## config.mk

```make
export PLATFORM = sky130hd
export DESIGN_NAME = prefetch_frontend
export DESIGN_NICKNAME = d
export VERILOG_FILES = /design/src/rtl/pf_pkg.sv /design/src/rtl/fetch_counter.sv /design/src/rtl/byte_queue.sv /design/src/rtl/bus_arbiter.sv /design/src/rtl/prefetch_frontend.sv
export SDC_FILE = /design/constraint.sdc
export NUM_CORES = 1
export LEC_CHECK = 0
export ABC_AREA = 1
export BUFFER_PORTS_ARGS = -buffer_cell sky130_fd_sc_hd__buf_2
export CORE_MARGIN = 2
export CORE_UTILIZATION = 40
export DETAILED_ROUTE_END_ITERATION = 8
export PLACE_DENSITY = 0.7
export SETUP_SLACK_MARGIN = 0.1
export SLEW_MARGIN = 20
export SYNTH_ARGS = -nofsm -noshare
export SYNTH_HDL_FRONTEND = slang
export SYNTH_SLANG_ARGS = --single-unit
```

## constraint.sdc

```tcl
create_clock -name clk -period 2.2 [get_ports clk]
set_input_delay 0.44 -clock clk [delete_from_list [all_inputs] [get_ports clk]]
set_output_delay 0.44 -clock clk [all_outputs]
set_load 0.01 [all_outputs]
```

## src/rtl/pf_pkg.sv

```systemverilog
package pf_pkg;
  typedef enum logic [1:0] {
    SRC_NONE  = 2'd0,
    SRC_QUEUE = 2'd1,
    SRC_DATA  = 2'd2
  } bus_src_t;
endpackage

```

## src/rtl/fetch_counter.sv

```systemverilog
module fetch_counter #(
  parameter int AW = 16
) (
  input  logic          clk,
  input  logic          rst,
  input  logic [AW-1:0] reset_vector,
  input  logic          load,
  input  logic [AW-1:0] target,
  input  logic          step,
  output logic [AW-1:0] pc
);
  always_ff @(posedge clk) begin
    if (rst)       pc <= reset_vector;
    else if (load) pc <= target;
    else if (step) pc <= pc + AW'(1);
  end

  assert_step_R2: assert property (@(posedge clk) disable iff (rst)
    (step && !load) |=> (pc == $past(pc) + AW'(1)));
  assert_load_R6: assert property (@(posedge clk) disable iff (rst)
    load |=> (pc == $past(target)));
endmodule

```

## src/rtl/byte_queue.sv

```systemverilog
module byte_queue #(
  parameter int DEPTH = 4
) (
  input  logic                       clk,
  input  logic                       rst,
  input  logic                       flush,
  input  logic                       wr_en,
  input  logic [7:0]                 wr_byte,
  input  logic                       rd_en,
  output logic                       valid,
  output logic [7:0]                 rd_byte,
  output logic [$clog2(DEPTH+1)-1:0] count
);
  localparam int PW = (DEPTH > 1) ? $clog2(DEPTH) : 1;
  localparam int CW = $clog2(DEPTH + 1);

  logic [7:0]    store [DEPTH];
  logic [PW-1:0] wp, rp;
  logic          do_pop;

  assign valid   = (count != '0);
  assign do_pop  = rd_en && valid;
  assign rd_byte = store[rp];

  always_ff @(posedge clk) begin
    if (wr_en) store[wp] <= wr_byte;
  end

  always_ff @(posedge clk) begin
    if (rst || flush) begin
      wp    <= '0;
      rp    <= '0;
      count <= '0;
    end else begin
      if (wr_en)  wp <= (wp == PW'(DEPTH - 1)) ? '0 : wp + PW'(1);
      if (do_pop) rp <= (rp == PW'(DEPTH - 1)) ? '0 : rp + PW'(1);
      case ({wr_en, do_pop})
        2'b10:   count <= count + CW'(1);
        2'b01:   count <= count - CW'(1);
        default: count <= count;
      endcase
    end
  end

  assert_no_overflow_R4: assert property (@(posedge clk) disable iff (rst)
    (wr_en && !do_pop && !flush) |-> (count < CW'(DEPTH)));
  assert_bound_R4: assert property (@(posedge clk) disable iff (rst)
    count <= CW'(DEPTH));
  assert_empty_pop_R8: assert property (@(posedge clk) disable iff (rst)
    (rd_en && !valid && !wr_en && !flush) |=> (count == '0));
  assert_flush_R6: assert property (@(posedge clk) disable iff (rst)
    flush |=> !valid);
endmodule

```

## src/rtl/bus_arbiter.sv

```systemverilog
module bus_arbiter
  import pf_pkg::*;
(
  input  logic clk,
  input  logic rst,
  input  logic q_req,
  input  logic d_req,
  output logic q_gnt,
  output logic d_gnt,
  output logic q_ret,
  output logic d_done
);
  bus_src_t src;

  always_comb begin
    src = SRC_NONE;
    if (q_req)                 src = SRC_QUEUE;
    else if (d_req && !d_done) src = SRC_DATA;
  end

  assign q_gnt = (src == SRC_QUEUE);
  assign d_gnt = (src == SRC_DATA);

  always_ff @(posedge clk) begin
    if (rst) begin
      q_ret  <= 1'b0;
      d_done <= 1'b0;
    end else begin
      q_ret  <= q_gnt;
      d_done <= d_gnt;
    end
  end

  assert_one_owner_R3: assert property (@(posedge clk) disable iff (rst)
    $onehot0({q_gnt, d_gnt}));
  assert_queue_wins_R3: assert property (@(posedge clk) disable iff (rst)
    (q_req && d_req) |-> !d_gnt);
  assert_done_pulse_R5: assert property (@(posedge clk) disable iff (rst)
    d_done |=> !d_done);
endmodule

```

## src/rtl/prefetch_frontend.sv

```systemverilog
module prefetch_frontend #(
  parameter int AW    = 16,
  parameter int DEPTH = 4
) (
  input  logic          clk,
  input  logic          rst,
  input  logic [AW-1:0] reset_vector,
  input  logic          redir,
  input  logic [AW-1:0] redir_addr,
  output logic          q_valid,
  output logic [7:0]    q_byte,
  input  logic          q_pop,
  input  logic          d_req,
  input  logic [AW-1:0] d_addr,
  input  logic          d_we,
  input  logic          d_wide,
  input  logic [15:0]   d_wdata,
  output logic          d_done,
  output logic [15:0]   d_rdata,
  output logic          mem_req,
  output logic [AW-1:0] mem_addr,
  output logic          mem_we,
  output logic          mem_wide,
  output logic [15:0]   mem_wdata,
  input  logic [15:0]   mem_rdata
);
  localparam int CW = $clog2(DEPTH + 1);

  logic [AW-1:0] pc;
  logic [CW-1:0] count;
  logic [CW:0]   occupancy;
  logic          q_req, q_gnt, d_gnt, q_ret, fill, wide_q;

  assign occupancy = {1'b0, count} + (CW+1)'(q_ret);
  assign q_req     = !redir && (occupancy < (CW+1)'(DEPTH));
  assign fill      = q_ret && !redir;

  fetch_counter #(.AW(AW)) u_ctr (
    .clk(clk), .rst(rst), .reset_vector(reset_vector),
    .load(redir), .target(redir_addr), .step(q_gnt), .pc(pc)
  );

  bus_arbiter u_arb (
    .clk(clk), .rst(rst), .q_req(q_req), .d_req(d_req),
    .q_gnt(q_gnt), .d_gnt(d_gnt), .q_ret(q_ret), .d_done(d_done)
  );

  byte_queue #(.DEPTH(DEPTH)) u_q (
    .clk(clk), .rst(rst), .flush(redir), .wr_en(fill),
    .wr_byte(mem_rdata[7:0]), .rd_en(q_pop && !redir),
    .valid(q_valid), .rd_byte(q_byte), .count(count)
  );

  always_ff @(posedge clk) begin
    if (rst)        wide_q <= 1'b0;
    else if (d_gnt) wide_q <= d_wide;
  end

  assign mem_req   = q_gnt || d_gnt;
  assign mem_addr  = q_gnt ? pc : d_addr;
  assign mem_we    = d_gnt && d_we;
  assign mem_wide  = d_gnt && d_wide;
  assign mem_wdata = d_gnt ? d_wdata : 16'h0000;
  assign d_rdata   = !d_done ? 16'h0000 :
                     (wide_q ? mem_rdata : {8'h00, mem_rdata[7:0]});

  assert_no_fetch_on_redirect_R9: assert property (@(posedge clk) disable iff (rst)
    redir |-> !(mem_req && !d_gnt));
  assert_valid_drops_R6: assert property (@(posedge clk) disable iff (rst)
    redir |=> !q_valid);
  assert_stale_dropped_R7: assert property (@(posedge clk) disable iff (rst)
    (redir && q_ret) |=> (count == '0));
endmodule

```

==> results.txt, run 1 <==
----------------------------------------------------
[Yosys]
  Distinct cell type count of the synthesized netlist ... 33
  Mapped Nets ... 526
  Average size of a mapped cell ... between 7 and 8 um^2
  Dominant combinational cell family by area after synthesis ... simple AND/OR/NAND/NOR gates
  Sequential area share after synthesis ... 0.4889
  Total of flip-flops plus latches after synthesis ... 60
  Synthesized-area fraction occupied by ao, oa, aoi and oai cells ... 0.1150
  Basic-gate share of the synthesized area counting and, or, nand and nor cells ... 0.2459
  Cells after synthesis ... between 400 and 500
  Multiplexer fraction of the synthesized cell area ... 0.01310
  Post-Syn Area ... 0.003440 mm^2
  Number of synthesis warnings ... 0
  Synthesized-area fraction occupied by xor and xnor cells ... 0.007275
  Fraction of the mapped netlist area in adder cells ... 0.03128

[Global routing]
  Antenna violations before repair ... 0
  Maximum number of pins on one net before global-route repair ... 31
  Final global-route overflow total ... 0
  Via count of the first global-routing pass ... just over 3000
  GRT Overall Usage ... 0.1805
  First-pass GRT wire length ... around 14 mm

[Die]
  Core ar. ... a little over 0.008 mm^2
  Die outline height ... 96.73 um
  Chip Width ... 96.73 um
  Site row count ... 33
  Starting density of the core ... 0.4165
  Die area ... 0.009357 mm^2
  IO Pins ... approximately 150

[Drt]
  Via Count ... 3210
  Post-DR wirelength/cell ... 12.02 um
  Drt first-iter violations ... around 100
  Antenna Nets Post-Route ... 0
  Detailed Routing Iterations Pass 1 ... 4
  DRT Wirelength ... 8.381 mm
  DRC Markers ... 0
  Ratio of routed vias to standard cells ... 4.605

[Clock network]
  Inserted Clock Buffers ... 9
  Root Buffer ... sky130_fd_sc_hd__clkbuf_8
  Post-CTS repair timing setup buffer count ... 0
  # clock sinks ... 60
  Max Root-Sink Buffers ... 2
  TritonCTS clock tree ... done
  Worst-Skew Late Latency ... 0.34 ns
  Clock-pin slew on the worst setup and hold paths ... 0.07 ns
  H-tree depth ... 3

[Status]
  Result of the run ... complete, no violations

[Placed design]
  Number of port buffers ... 147
  HPWL after DPL ... 6.342 mm
  Number of cells in the design after placement ... 680
  Setup WS pre-CTS ... around 0.16 ns
  Gp weighted congestion ... between 0.7 and 0.8

[Worst setup path]
  Critical Path AT ... 1.59 ns
  Crit path from ... u_arb.q_ret
  Chain of cells forming the critical path ... nand3_1, nand2_4, buf_12, mux2_2, buf_2
  Delay contributed by the slowest stage of the critical path ... between 0.3 and 0.4 ns
  Maximum fanout encountered on the critical timing path ... 15
  Kind of cell adding the most delay to the critical path ... flip-flops
  Critical register-to-register path startpoint ... u_q.count[0]
  Crit path launch type ... register
  Cell with the largest stage delay on the worst path ... sky130_fd_sc_hd__dfxtp_2
  Category of the most critical setup path ... reg -> out
  Buf/Inv on CP ... 2
  Kind of end point of the critical path ... output port
  Req. time, crit path ... 1.76 ns

[Power]
  Power Density ... between 500 and 600 mW/mm^2
  Post-layout power ... 2.618 mW
  Max IR drop VDD ... 0.3101 mV
  P_leak ... about 2.3 nW

[Finish]
  Non-filler cells, final ... about 700
  Number of nets at the end of the flow ... 682
  Diodes inserted ... 0
  Area Growth Syn to Fin ... 31.87%
  Proportion of layout cells with a drive suffix above 1 ... 0.3226

[Timing]
  Final TNS setup ... 0 ns
  Slew Limit Fails ... 0
  Max Fclk ... 493.3 MHz
  RSZ-0062 raised after global routing ... true
  Number of setup violations in the final report ... 0
  Portion of the clock cycle consumed by the worst path in the final layout ... 0.9215
  Final number of hold-violating endpoints ... 0
  Tmin final ... about 2.0 ns
  Worst rel slew slack ... 0.7021
  Pin slew with the least headroom to its limit ... 0.4463 ns
  Worst hold margin ... roughly 0.34 ns
  Min setup slack post-route ... 0.1728 ns
  Setup skew after layout ... 0.008580 ns

[Min path]
  Worst Hold Launch ... mem_rdata[5]
  Tightest Hold Check Type ... in -> reg

[Run]
  Max-Cap Viols ... 0

----------------------------------------------------
[worst paths after layout]
check	slack, ns	depth (start not counted)	end
worst max register to register	0.30	11	u_q.count[2]
worst max-delay path	0.17	5	mem_addr[6]
worst min-delay path	0.34	1	u_q.store[3][5]
worst min register to register	0.47	2	wide_q
[power breakdown]
group | internal (mW) | switching, mW
clock network | 0.410 | 0.447
logic | 0.190 | 0.251
registers | 1.28 | 0.0430
total | 1.88 | 0.741
[stage by stage]
| step | instance area [um^2] | util |
|---|---|---|
| after floorplan | 3440 | - |
| after global placement | 4309 | 0.5218 |
| after detailed placement | 4309 | 0.5218 |
| after CTS | 4497 | 0.5445 |
| after global routing | 4536 | 0.5492 |
| final | 4536 | 0.5492 |
[synth_stat cells]
master                      n  share of area
sky130_fd_sc_hd__buf_4      3         0.0065
sky130_fd_sc_hd__inv_1     68          0.074
sky130_fd_sc_hd__buf_1      1         0.0011
sky130_fd_sc_hd__nand3_4    1         0.0051
sky130_fd_sc_hd__nand2_2    2         0.0036
sky130_fd_sc_hd__a211oi_1   2         0.0044
sky130_fd_sc_hd__o21ai_0   42          0.061
sky130_fd_sc_hd__nor2_8     1         0.0058
sky130_fd_sc_hd__mux2_2     4          0.013
sky130_fd_sc_hd__a21oi_2    1         0.0025
sky130_fd_sc_hd__ha_1       7          0.025
sky130_fd_sc_hd__nand2_4    1         0.0033
sky130_fd_sc_hd__xor2_2     1         0.0047
sky130_fd_sc_hd__nor2_4     1         0.0033
sky130_fd_sc_hd__o211a_1    1         0.0029
sky130_fd_sc_hd__nand4_1    4         0.0073
sky130_fd_sc_hd__o21ai_1    4         0.0058
sky130_fd_sc_hd__nand3_2    1         0.0029
sky130_fd_sc_hd__nor2_2     1         0.0018
sky130_fd_sc_hd__nor3_1     1         0.0015
sky130_fd_sc_hd__buf_2      7          0.010
sky130_fd_sc_hd__a21oi_1   15          0.022
sky130_fd_sc_hd__fa_1       1         0.0058
sky130_fd_sc_hd__buf_6      1         0.0033
sky130_fd_sc_hd__nand2_1   93           0.10
sky130_fd_sc_hd__xnor2_1    1         0.0025
sky130_fd_sc_hd__clkbuf_1   2         0.0022
sky130_fd_sc_hd__clkinv_1   1         0.0011
sky130_fd_sc_hd__nor2_1    74          0.081
sky130_fd_sc_hd__o22ai_1    9          0.016
sky130_fd_sc_hd__nand3_1   20          0.029
sky130_fd_sc_hd__edfxtp_1  48           0.42
sky130_fd_sc_hd__dfxtp_1   12          0.070
[routing by layer]
metal | up-vias | GRT usage | share of wire
li1 | 1702 | - | -
met1 | 1402 | 0.2093 | 0.41
met2 | 99 | 0.3221 | 0.52
met3 | 7 | 0.05275 | 0.063
met4 | 0 | 0.05309 | 0.0074
met5 | - | 0 | 0
[logic make-up (layout without fill, tap and decap cells)]
logic type | Yosys count | in the layout
xor+xnor | 2 | 2
buf+inv | 83 | 244
simple gates | 200 | 200
fa+ha+maj | 8 | 8
mux | 4 | 4
flops | 60 | 60
compound gates | 74 | 74
[final cells by class]
class	instances	area, um^2
clock buffer	9	123.9
tap	105	131.4
timing repair buffer	159	855.8
clock inverter	7	51.30
fill	777	3722
sequential	60	1683
inverter	69	259.0
multi-input combinational	288	1431
[state kept, by name, indices dropped and copies added, names as in the netlist, named ones only]
register	cells
u_q.store	32
u_ctr.pc	16
u_q.count	3
u_q.rp	2
u_q.wp	2
u_arb.d_done	1
u_arb.q_ret	1
wide_q	1
[layout by cell type, fill, tap and decap left out]
cell type,n
sky130_fd_sc_hd__a211oi_1,2
sky130_fd_sc_hd__a21oi_1,15
sky130_fd_sc_hd__a21oi_2,1
sky130_fd_sc_hd__buf_12,1
sky130_fd_sc_hd__buf_2,147
sky130_fd_sc_hd__buf_4,10
sky130_fd_sc_hd__clkbuf_16,1
sky130_fd_sc_hd__clkbuf_8,9
sky130_fd_sc_hd__clkinv_1,1
sky130_fd_sc_hd__clkinv_2,2
sky130_fd_sc_hd__clkinv_4,2
sky130_fd_sc_hd__clkinvlp_4,2
sky130_fd_sc_hd__dfxtp_1,11
sky130_fd_sc_hd__dfxtp_2,1
sky130_fd_sc_hd__edfxtp_1,48
sky130_fd_sc_hd__fa_1,1
sky130_fd_sc_hd__ha_1,7
sky130_fd_sc_hd__inv_1,68
sky130_fd_sc_hd__inv_6,1
sky130_fd_sc_hd__mux2_2,4
sky130_fd_sc_hd__nand2_1,93
sky130_fd_sc_hd__nand2_2,1
sky130_fd_sc_hd__nand2_4,2
sky130_fd_sc_hd__nand3_1,20
sky130_fd_sc_hd__nand3_2,1
sky130_fd_sc_hd__nand3_4,1
sky130_fd_sc_hd__nand4_1,4
sky130_fd_sc_hd__nor2_1,73
sky130_fd_sc_hd__nor2_2,1
sky130_fd_sc_hd__nor2_4,2
sky130_fd_sc_hd__nor2_8,1
sky130_fd_sc_hd__nor3_1,1
sky130_fd_sc_hd__o211a_1,1
sky130_fd_sc_hd__o21ai_0,40
sky130_fd_sc_hd__o21ai_1,6
sky130_fd_sc_hd__o22ai_1,9
sky130_fd_sc_hd__xnor2_1,1
sky130_fd_sc_hd__xor2_2,1
[worst register-to-register path, cell delays in order (launching register included)]
cell and delay [ns]:
sky130_fd_sc_hd__dfxtp_1 0.33, sky130_fd_sc_hd__inv_1 0.09, sky130_fd_sc_hd__nand3_1 0.11, sky130_fd_sc_hd__nand2_1 0.10, sky130_fd_sc_hd__nor2_4 0.12, sky130_fd_sc_hd__ha_1 0.15, sky130_fd_sc_hd__inv_1 0.07, sky130_fd_sc_hd__fa_1 0.39
sky130_fd_sc_hd__a21oi_1 0.16, sky130_fd_sc_hd__o21ai_1 0.10, sky130_fd_sc_hd__o21ai_1 0.13, sky130_fd_sc_hd__a21oi_1 0.05
[what timing repair did]
| action | 4_1_cts | 5_1_grt |
|---|---|---|
| hold buffers | 0 | 0 |
| pin swaps | 0 | 1 |
| hold endpoints to repair | 0 | 0 |
| resized for setup | 3 | 6 |
| gates cloned | 0 | 1 |
| endpoints found under the setup margin | 4 | 5 |
Power figures use the tool's default switching activity.
==> run 2, diff against run 1 <==
Settings changed: CORE_MARGIN 2 to default, CORE_UTILIZATION 40 to 48, PLACE_DENSITY 0.7 to 0.82.
==> run 2 against run 1 <==
Net effect: clock power grew 2%; sequential share of layout area grew 0.29 points; largest power group unchanged; largest cell class unchanged; power grew 0.82%; critical path type unchanged; clock-buffer cell count is the same.
==> results.txt, run 2 (synthesis gave the netlist of run 1 again) <==
----------------------------------------------------
[Global routing]
  First-pass GRT wire length ... 13.82 mm (was 13.96 mm)
  Final global-route overflow total ... 0 (unchanged)
  Maximum number of pins on one net before global-route repair ... 25 (was 31)
  GRT Overall Usage ... 0.2404 (was 0.1805)
  Via count of the first global-routing pass ... 3096 (was 3097)
  Antenna violations before repair ... 0 (unchanged)

[Worst setup path]
  Crit path launch type ... register (unchanged)
  Critical Path AT ... 1.55 ns (was 1.59 ns)
  Delay contributed by the slowest stage of the critical path ... 0.39 ns (was 0.36 ns)
  Kind of end point of the critical path ... output port (unchanged)
  Chain of cells forming the critical path ... nand3_1, nand2_4, mux2_2, buf_2 (was nand3_1, nand2_4, buf_12, mux2_2, buf_2)
  Critical register-to-register path startpoint ... u_q.count[0] (unchanged)
  Kind of cell adding the most delay to the critical path ... flip-flops (unchanged)
  Buf/Inv on CP ... 1 (was 2)
  Cell with the largest stage delay on the worst path ... sky130_fd_sc_hd__dfxtp_1 (was sky130_fd_sc_hd__dfxtp_2)
  Maximum fanout encountered on the critical timing path ... 9 (was 15)
  Setup slack, reg-to-reg ... 0.30 ns (about the same)
  Req. time, crit path ... 1.76 ns (about the same)
  Worst reg2reg endpoint ... u_q.count[2] (unchanged)
  Worst R2R Path Depth ... 11 (unchanged)
  Category of the most critical setup path ... reg -> out (unchanged)

[Drt]
  Via Count ... 3321 (was 3210)
  Detailed Routing Iterations Pass 1 ... 5 (was 4)
  Ratio of routed vias to standard cells ... 4.834 (was 4.605)
  Post-DR wirelength/cell ... 12.53 um (was 12.02 um)
  Drt first-iter violations ... 127 (was 101)
  Antenna Nets Post-Route ... 0 (unchanged)
  DRT Wirelength ... 8.608 mm (was 8.381 mm)
  DRC Markers ... 0 (unchanged)

[Timing]
  Pin slew with the least headroom to its limit ... 0.4780 ns (was 0.4463 ns)
  Final TNS setup ... 0 ns (unchanged)
  Final number of hold-violating endpoints ... 0 (unchanged)
  Worst rel slew slack ... 0.6809 (was 0.7021)
  Slew Limit Fails ... 0 (unchanged)
  Max Fclk ... 502.4 MHz (was 493.3 MHz)
  RSZ-0062 raised after global routing ... false (was true)
  Setup skew after layout ... 0.01041 ns (was 0.008580 ns)
  Number of setup violations in the final report ... 0 (unchanged)
  Portion of the clock cycle consumed by the worst path in the final layout ... 0.9048 (was 0.9215)
  Tmin final ... 1.991 ns (was 2.027 ns)

[Clock network]
  Clock-pin slew on the worst setup and hold paths ... 0.08 ns (was 0.07 ns)
  TritonCTS clock tree ... done (unchanged)
  Inserted Clock Buffers ... 9 (unchanged)
  H-tree depth ... 3 (unchanged)
  Root Buffer ... sky130_fd_sc_hd__clkbuf_8 (unchanged)
  Max Root-Sink Buffers ... 2 (unchanged)
  # clock sinks ... 60 (unchanged)
  CTS Hold Buffers Added ... 0 (unchanged)
  Worst-Skew Late Latency ... 0.34 ns (about the same)

[Finish]
  Non-filler cells, final ... 687 (was 697)
  Biggest register ... u_q.store (unchanged)
  Top Registers ... u_q.store: 32 flops, u_ctr.pc: 16 flops, u_q.count: 3 flops (unchanged)
  Leading cell types in the layout, fill and taps excluded ... 147 x sky130_fd_sc_hd__buf_2, 93 x sky130_fd_sc_hd__nand2_1, 72 x sky130_fd_sc_hd__nor2_1 (was 147 x sky130_fd_sc_hd__buf_2, 93 x sky130_fd_sc_hd__nand2_1, 73 x sky130_fd_sc_hd__nor2_1)
  Seq. cell area ... 0.001682 mm^2 (was 0.001683 mm^2)
  Proportion of layout cells with a drive suffix above 1 ... 0.3215 (was 0.3226)
  Layout fillers ... 580 (was 777)
  Number of nets at the end of the flow ... 681 (was 682)
  Most frequent standard cell in the layout excluding fill and tap cells ... sky130_fd_sc_hd__buf_2 (unchanged)
  Multi-input combinational cell area ... 0.001439 mm^2 (was 0.001431 mm^2)
  Area Growth Syn to Fin ... 30.74% (was 31.87%)
  Number of flip-flops under the largest register name ... 32 (unchanged)
  Diodes inserted ... 0 (unchanged)

[Placed design]
  Number of port buffers ... 147 (unchanged)
  Number of cells in the design after placement ... 670 (was 680)
  Gp weighted congestion ... 0.8492 (was 0.7842)
  HPWL after DPL ... 6.388 mm (was 6.342 mm)

[Die]
  Starting density of the core ... 0.5007 (was 0.4165)
  Core ar. ... 0.006869 mm^2 (was 0.008258 mm^2)
  Site row count ... 30 (was 33)
  Die outline height ... 86.65 um (was 96.73 um)
  Chip Width ... 86.65 um (was 96.73 um)
  IO Pins ... 148 (unchanged)
  Die area ... 0.007508 mm^2 (was 0.009357 mm^2)

[Min path]
  Worst Hold Launch ... mem_rdata[1] (was mem_rdata[5])
  Sink of the worst hold path ... u_q.store[2][1] (was u_q.store[3][5])
  Tightest Hold Check Type ... in -> reg (unchanged)
  Cells on Worst Hold Path ... 1 (unchanged)

[Status]
  Result of the run ... complete, no violations (unchanged)

[Power]
  Post-layout power ... 2.639 mW (was 2.618 mW)
  Max IR drop VDD ... 0.3007 mV (was 0.3101 mV)
  P_leak ... 2.323 nW (was 2.335 nW)
  Power Density ... 586.9 mW/mm^2 (was 577.1 mW/mm^2)

[Run]
  Max-Cap Viols ... 0 (unchanged)

----------------------------------------------------
-- run 2: changes by cell type in the layout (fill, tap and decap cells not counted), sizes merged --
| cell | change |
|---|---|
| clkbuf | -1 |
-- run 2: cell type report --
cell class / instances / area share
Sequential cell: 60 / 0.3740
Multi-Input combinational cell: 288 / 0.3200
Timing Repair Buffer: 158 / 0.1828
Inverter: 69 / 0.05760
Clock buffer: 9 / 0.02755
Tap cell: 96 / 0.02671
Clock inverter: 7 / 0.01141
-- run 2: layer usage --
| layer | GRT usage | wire length (um) | up-vias |
|---|---|---|---|
| li1 | - | - | 1702 |
| met2 | 0.4134 | 4248 | 127 |
| met3 | 0.05143 | 518 | 18 |
| met1 | 0.2940 | 3666 | 1474 |
| met4 | 0.09848 | 175 | 0 |
| met5 | 0 | 0 | - |
-- run 2: repair_timing --
action,4_1_cts,5_1_grt
pin swaps,0,0
setup endpoints to repair,2,24
setup buffers,0,1
resized for setup,1,7
-- run 2: worst max-delay path by stage --
stage	cells after the start	endpoint	from	slack [ns]
6_report	4	mem_addr[6]	u_arb.q_ret	0.21
5_1_grt	6	mem_addr[9]	u_arb.q_ret	0.1
4_1_cts	6	mem_addr[0]	u_arb.q_ret	0.08
3_5_place_dp	9	u_q.count[2]	redir	0.20
3_3_place_gp	9	u_q.count[2]	redir	0.26
2_1_floorplan	11	u_q.count[2]	redir	0.26
-- run 2: power by group --
group	internal [mW]	total (mW)	switching [mW]
sequential	1.28	1.32	0.0461
clock	0.411	0.878	0.467
combinational	0.185	0.439	0.254
total	1.87	2.64	0.767
-- run 2: stage by stage --
stage	hold slack, ns	instance area (um^2)	setup WS (ns)	util
floorplan	0.4413	3440	0.2628	-
global placement	0.4553	4290	0.2573	0.6246
detailed placement	0.4813	4290	0.2020	0.6246
CTS	0.3196	4471	0.08040	0.6508
global route	0.3169	4497	0.09906	0.6546
finish	0.3338	4497	0.2094	0.6546
==> run 3, diff against run 2 <==
Settings changed: CORE_UTILIZATION 48 to 43, PLACE_DENSITY 0.82 to 0.77.
Clock period 2.2 ns to 1.73 ns, I/O delays scaled along.
==> run 3 against run 2 <==
Net effect: critical path type unchanged; worst hold slack lost 0.091 ns; global-route usage fell by 1.3 points; critical path depth rose by 2; highest routed layer unchanged; the flow now finishes with violations (setup timing); clock skew fell by 0.0026 ns.
==> results.txt, run 3 (synthesis gave the netlist of run 1 again) <==
----------------------------------------------------
[Clock network]
  Inserted Clock Buffers ... 9 (unchanged)
  TritonCTS clock tree ... done (unchanged)
  Root Buffer ... sky130_fd_sc_hd__clkbuf_8 (unchanged)
  Max Root-Sink Buffers ... 2 (unchanged)
  Clock-pin slew on the worst setup and hold paths ... 0.07 ns (was 0.08 ns)
  H-tree depth ... 3 (unchanged)
  # clock sinks ... 60 (unchanged)
  CTS Hold Buffers Added ... 0 (unchanged)
  Worst-Skew Late Latency ... 0.33 ns (was 0.34 ns)

[Drt]
  Antenna Nets Post-Route ... 0 (unchanged)
  Ratio of routed vias to standard cells ... 4.997 (was 4.834)
  Via Count ... 3578 (was 3321)
  DRT Wirelength ... 9.916 mm (was 8.608 mm)
  Post-DR wirelength/cell ... 13.85 um (was 12.53 um)
  Drt first-iter violations ... 166 (was 127)
  DRC Markers ... 0 (unchanged)
  Detailed Routing Iterations Pass 1 ... 5 (unchanged)

[Global routing]
  Maximum number of pins on one net before global-route repair ... 20 (was 25)
  Via count of the first global-routing pass ... 3277 (was 3096)
  Antenna violations before repair ... 0 (unchanged)
  First-pass GRT wire length ... 14.88 mm (was 13.82 mm)
  GRT Overall Usage ... 0.2272 (was 0.2404)
  Final global-route overflow total ... 0 (unchanged)

[Worst setup path]
  Critical register-to-register path startpoint ... u_q.count[1] (was u_q.count[0])
  Setup slack, reg-to-reg ... 0.01 ns (was 0.30 ns)
  Cell with the largest stage delay on the worst path ... sky130_fd_sc_hd__dfxtp_4 (was sky130_fd_sc_hd__dfxtp_1)
  Cell occurring most often along the worst timing path ... sky130_fd_sc_hd__nand2_8
  Delay contributed by the slowest stage of the critical path ... 0.37 ns (was 0.39 ns)
  Kind of cell adding the most delay to the critical path ... simple AND/OR/NAND/NOR gates (was flip-flops)
  Kind of end point of the critical path ... output port (unchanged)
  Critical Path AT ... 1.44 ns (was 1.55 ns)
  Req. time, crit path ... 1.38 ns (was 1.76 ns)
  Chain of cells forming the critical path ... nand3_4, nand2_8, buf_12, nand2_8, nor2_4, buf_6 (was nand3_1, nand2_4, mux2_2, buf_2)
  Worst reg2reg endpoint ... u_q.count[1] (was u_q.count[2])
  Buf/Inv on CP ... 2 (was 1)
  Maximum fanout encountered on the critical timing path ... 7 (was 9)
  CP Depth ... 6 (was 4)
  Crit path to ... mem_wdata[2] (was mem_addr[6])
  Category of the most critical setup path ... reg -> out (unchanged)
  Worst R2R Path Depth ... 10 (was 11)
  Crit path from ... u_q.count[1] (was u_arb.q_ret)
  Crit path launch type ... register (unchanged)

[Timing]
  Final TNS setup ... -0.5953 ns (was 0 ns)
  RSZ-0062 raised after global routing ... true (was false)
  Final number of hold-violating endpoints ... 0 (unchanged)
  Portion of the clock cycle consumed by the worst path in the final layout ... 1.031
  Max Fclk ... ~560 MHz
  Tmin final ... ~1.8 ns
  Slew Limit Fails ... 0 (unchanged)
  Min setup slack post-route ... -0.05388 ns (was 0.2094 ns)
  Worst rel slew slack ... 0.7578 (was 0.6809)
  Worst hold margin ... 0.2426 ns (was 0.3338 ns)
  Number of setup violations in the final report ... 26 (was 0)
  Setup skew after layout ... 0.007820 ns (was 0.01041 ns)
  Pin slew with the least headroom to its limit ... 0.3630 ns (was 0.4780 ns)

[Power]
  Clock group share of total power ... 0.319 (was 0.333)
  Net load switching power ... 1.073 mW (was 0.7669 mW)
  P_leak ... 2.559 nW (was 2.323 nW)
  Switch share ... 0.3024 (was 0.2906)
  Post-layout power ... 3.548 mW (was 2.639 mW)
  Max IR drop VDD ... 0.3872 mV (was 0.3007 mV)
  Portion of total power attributed to sequential cells ... 0.473 (was 0.501)
  Power Internal ... 2.475 mW (was 1.872 mW)
  Power Density ... 678.2 mW/mm^2 (was 586.9 mW/mm^2)
  Combinational share of power ... 0.208 (was 0.166)

[Min path]
  Cells on Worst Hold Path ... 1 (unchanged)
  Tightest Hold Check Type ... in -> reg (unchanged)
  Worst Hold Launch ... mem_rdata[5] (was mem_rdata[1])

[Die]
  Core ar. ... 0.007727 mm^2 (was 0.006869 mm^2)
  Starting density of the core ... 0.4451 (was 0.5007)
  Site row count ... 32 (was 30)
  IO Pins ... 148 (unchanged)
  Die outline height ... 91.44 um (was 86.65 um)
  Chip Width ... 91.44 um (was 86.65 um)
  Die area ... 0.008360 mm^2 (was 0.007508 mm^2)

[Status]
  Result of the run ... finished with violations (was complete, no violations)
  Violated checks ... setup timing

[Placed design]
  Setup WS pre-CTS ... -0.03016 ns (was 0.2020 ns)
  Placed cell areas ... 0.004418 mm^2 (was 0.004290 mm^2)
  HPWL after DPL ... 6.449 mm (was 6.388 mm)
  Number of port buffers ... 147 (unchanged)
  Gp weighted congestion ... 0.8020 (was 0.8492)
  Number of cells in the design after placement ... 681 (was 670)

[Finish]
  Biggest register ... u_q.store (unchanged)
  Non-filler cells, final ... 716 (was 687)
  Number of flip-flops under the largest register name ... 32 (unchanged)
  Seq. cell area ... 0.001700 mm^2 (was 0.001682 mm^2)
  Proportion of layout cells with a drive suffix above 1 ... 0.4609 (was 0.3215)
  Diodes inserted ... 0 (unchanged)
  Multi-input combinational cell area ... 0.001805 mm^2 (was 0.001439 mm^2)
  End-of-flow core utilization ... 0.6770 (was 0.6546)
  Design area ... 0.005231 mm^2 (was 0.004497 mm^2)
  Leading cell types in the layout, fill and taps excluded ... 138 x sky130_fd_sc_hd__buf_2, 80 x sky130_fd_sc_hd__nand2_1, 60 x sky130_fd_sc_hd__inv_1 (was 147 x sky130_fd_sc_hd__buf_2, 93 x sky130_fd_sc_hd__nand2_1, 72 x sky130_fd_sc_hd__nor2_1)
  Most frequent standard cell in the layout excluding fill and tap cells ... sky130_fd_sc_hd__buf_2 (unchanged)
  Number of nets at the end of the flow ... 704 (was 681)
  Layout fillers ... 619 (was 580)
  Area Growth Syn to Fin ... 52.09% (was 30.74%)
  Top Registers ... u_q.store: 32 flops, u_ctr.pc: 16 flops, u_q.count: 3 flops (unchanged)

[Run]
  Max-Cap Viols ... 0 (unchanged)

----------------------------------------------------
[run 3: cell count changes in the layout (fill, tap and decap cells not counted), sizes merged]
cell / delta
nand2: +4
clkinvlp: +2
clkinv: -1
buf: +18
[run 3: final cells by class]
class	instances	area share
Clock inverter	7	0.009806
Tap cell	102	0.02440
Multi-Input combinational cell	292	0.3451
Timing Repair Buffer	176	0.2193
Timing Repair inverter	1	0.001435
Inverter	69	0.05118
Clock buffer	9	0.02368
Sequential cell	60	0.3250
[run 3: power groups by stage]
| stage | registers (mW) | logic (mW) | clock network (mW) |
|---|---|---|---|
| after floorplan | 1.70 | 0.330 | 0 |
| after global routing | 1.69 | 0.803 | 1.20 |
| final | 1.68 | 0.736 | 1.13 |
| after CTS | 1.68 | 0.664 | 1.14 |
| after global placement | 1.71 | 0.557 | 0 |
| after detailed placement | 1.71 | 0.572 | 0 |
[run 3: metal layers]
| layer | vias to the layer above | global-route usage | wire length [um] |
|---|---|---|---|
| li1 | 1759 | - | - |
| met3 | 22 | 0.03099 | 594 |
| met4 | 0 | 0.07672 | 178 |
| met1 | 1660 | 0.2732 | 3908 |
| met2 | 137 | 0.4142 | 5233 |
| met5 | - | 0 | 0 |
[run 3: worst min-delay path by stage]
stage / slack, ns / to
6_report: 0.24 / u_q.store[2][5]
5_1_grt: 0.24 / u_q.store[2][4]
4_1_cts: 0.23 / u_q.store[3][5]
3_5_place_dp: 0.46 / wide_q
3_3_place_gp: 0.46 / wide_q
2_1_floorplan: 0.44 / wide_q
[run 3: worst register-to-register path: stages, from the launching register on]
cell and delay, ns:
sky130_fd_sc_hd__dfxtp_4 0.37, sky130_fd_sc_hd__inv_2 0.06, sky130_fd_sc_hd__nand3_4 0.08, sky130_fd_sc_hd__nand2_4 0.06, sky130_fd_sc_hd__nor2_4 0.11, sky130_fd_sc_hd__ha_4 0.15, sky130_fd_sc_hd__inv_4 0.04, sky130_fd_sc_hd__fa_2 0.51
sky130_fd_sc_hd__nor2_1 0.04, sky130_fd_sc_hd__a21oi_1 0.12, sky130_fd_sc_hd__nor2_1 0.05
[run 3: timing repair]
action / CTS / global route
setup buffers: 6 / 6
gates resized for setup: 73 / 57
pin swaps: 10 / 12
setup endpoints to repair: 53 / 57
cloned: 6 / 1
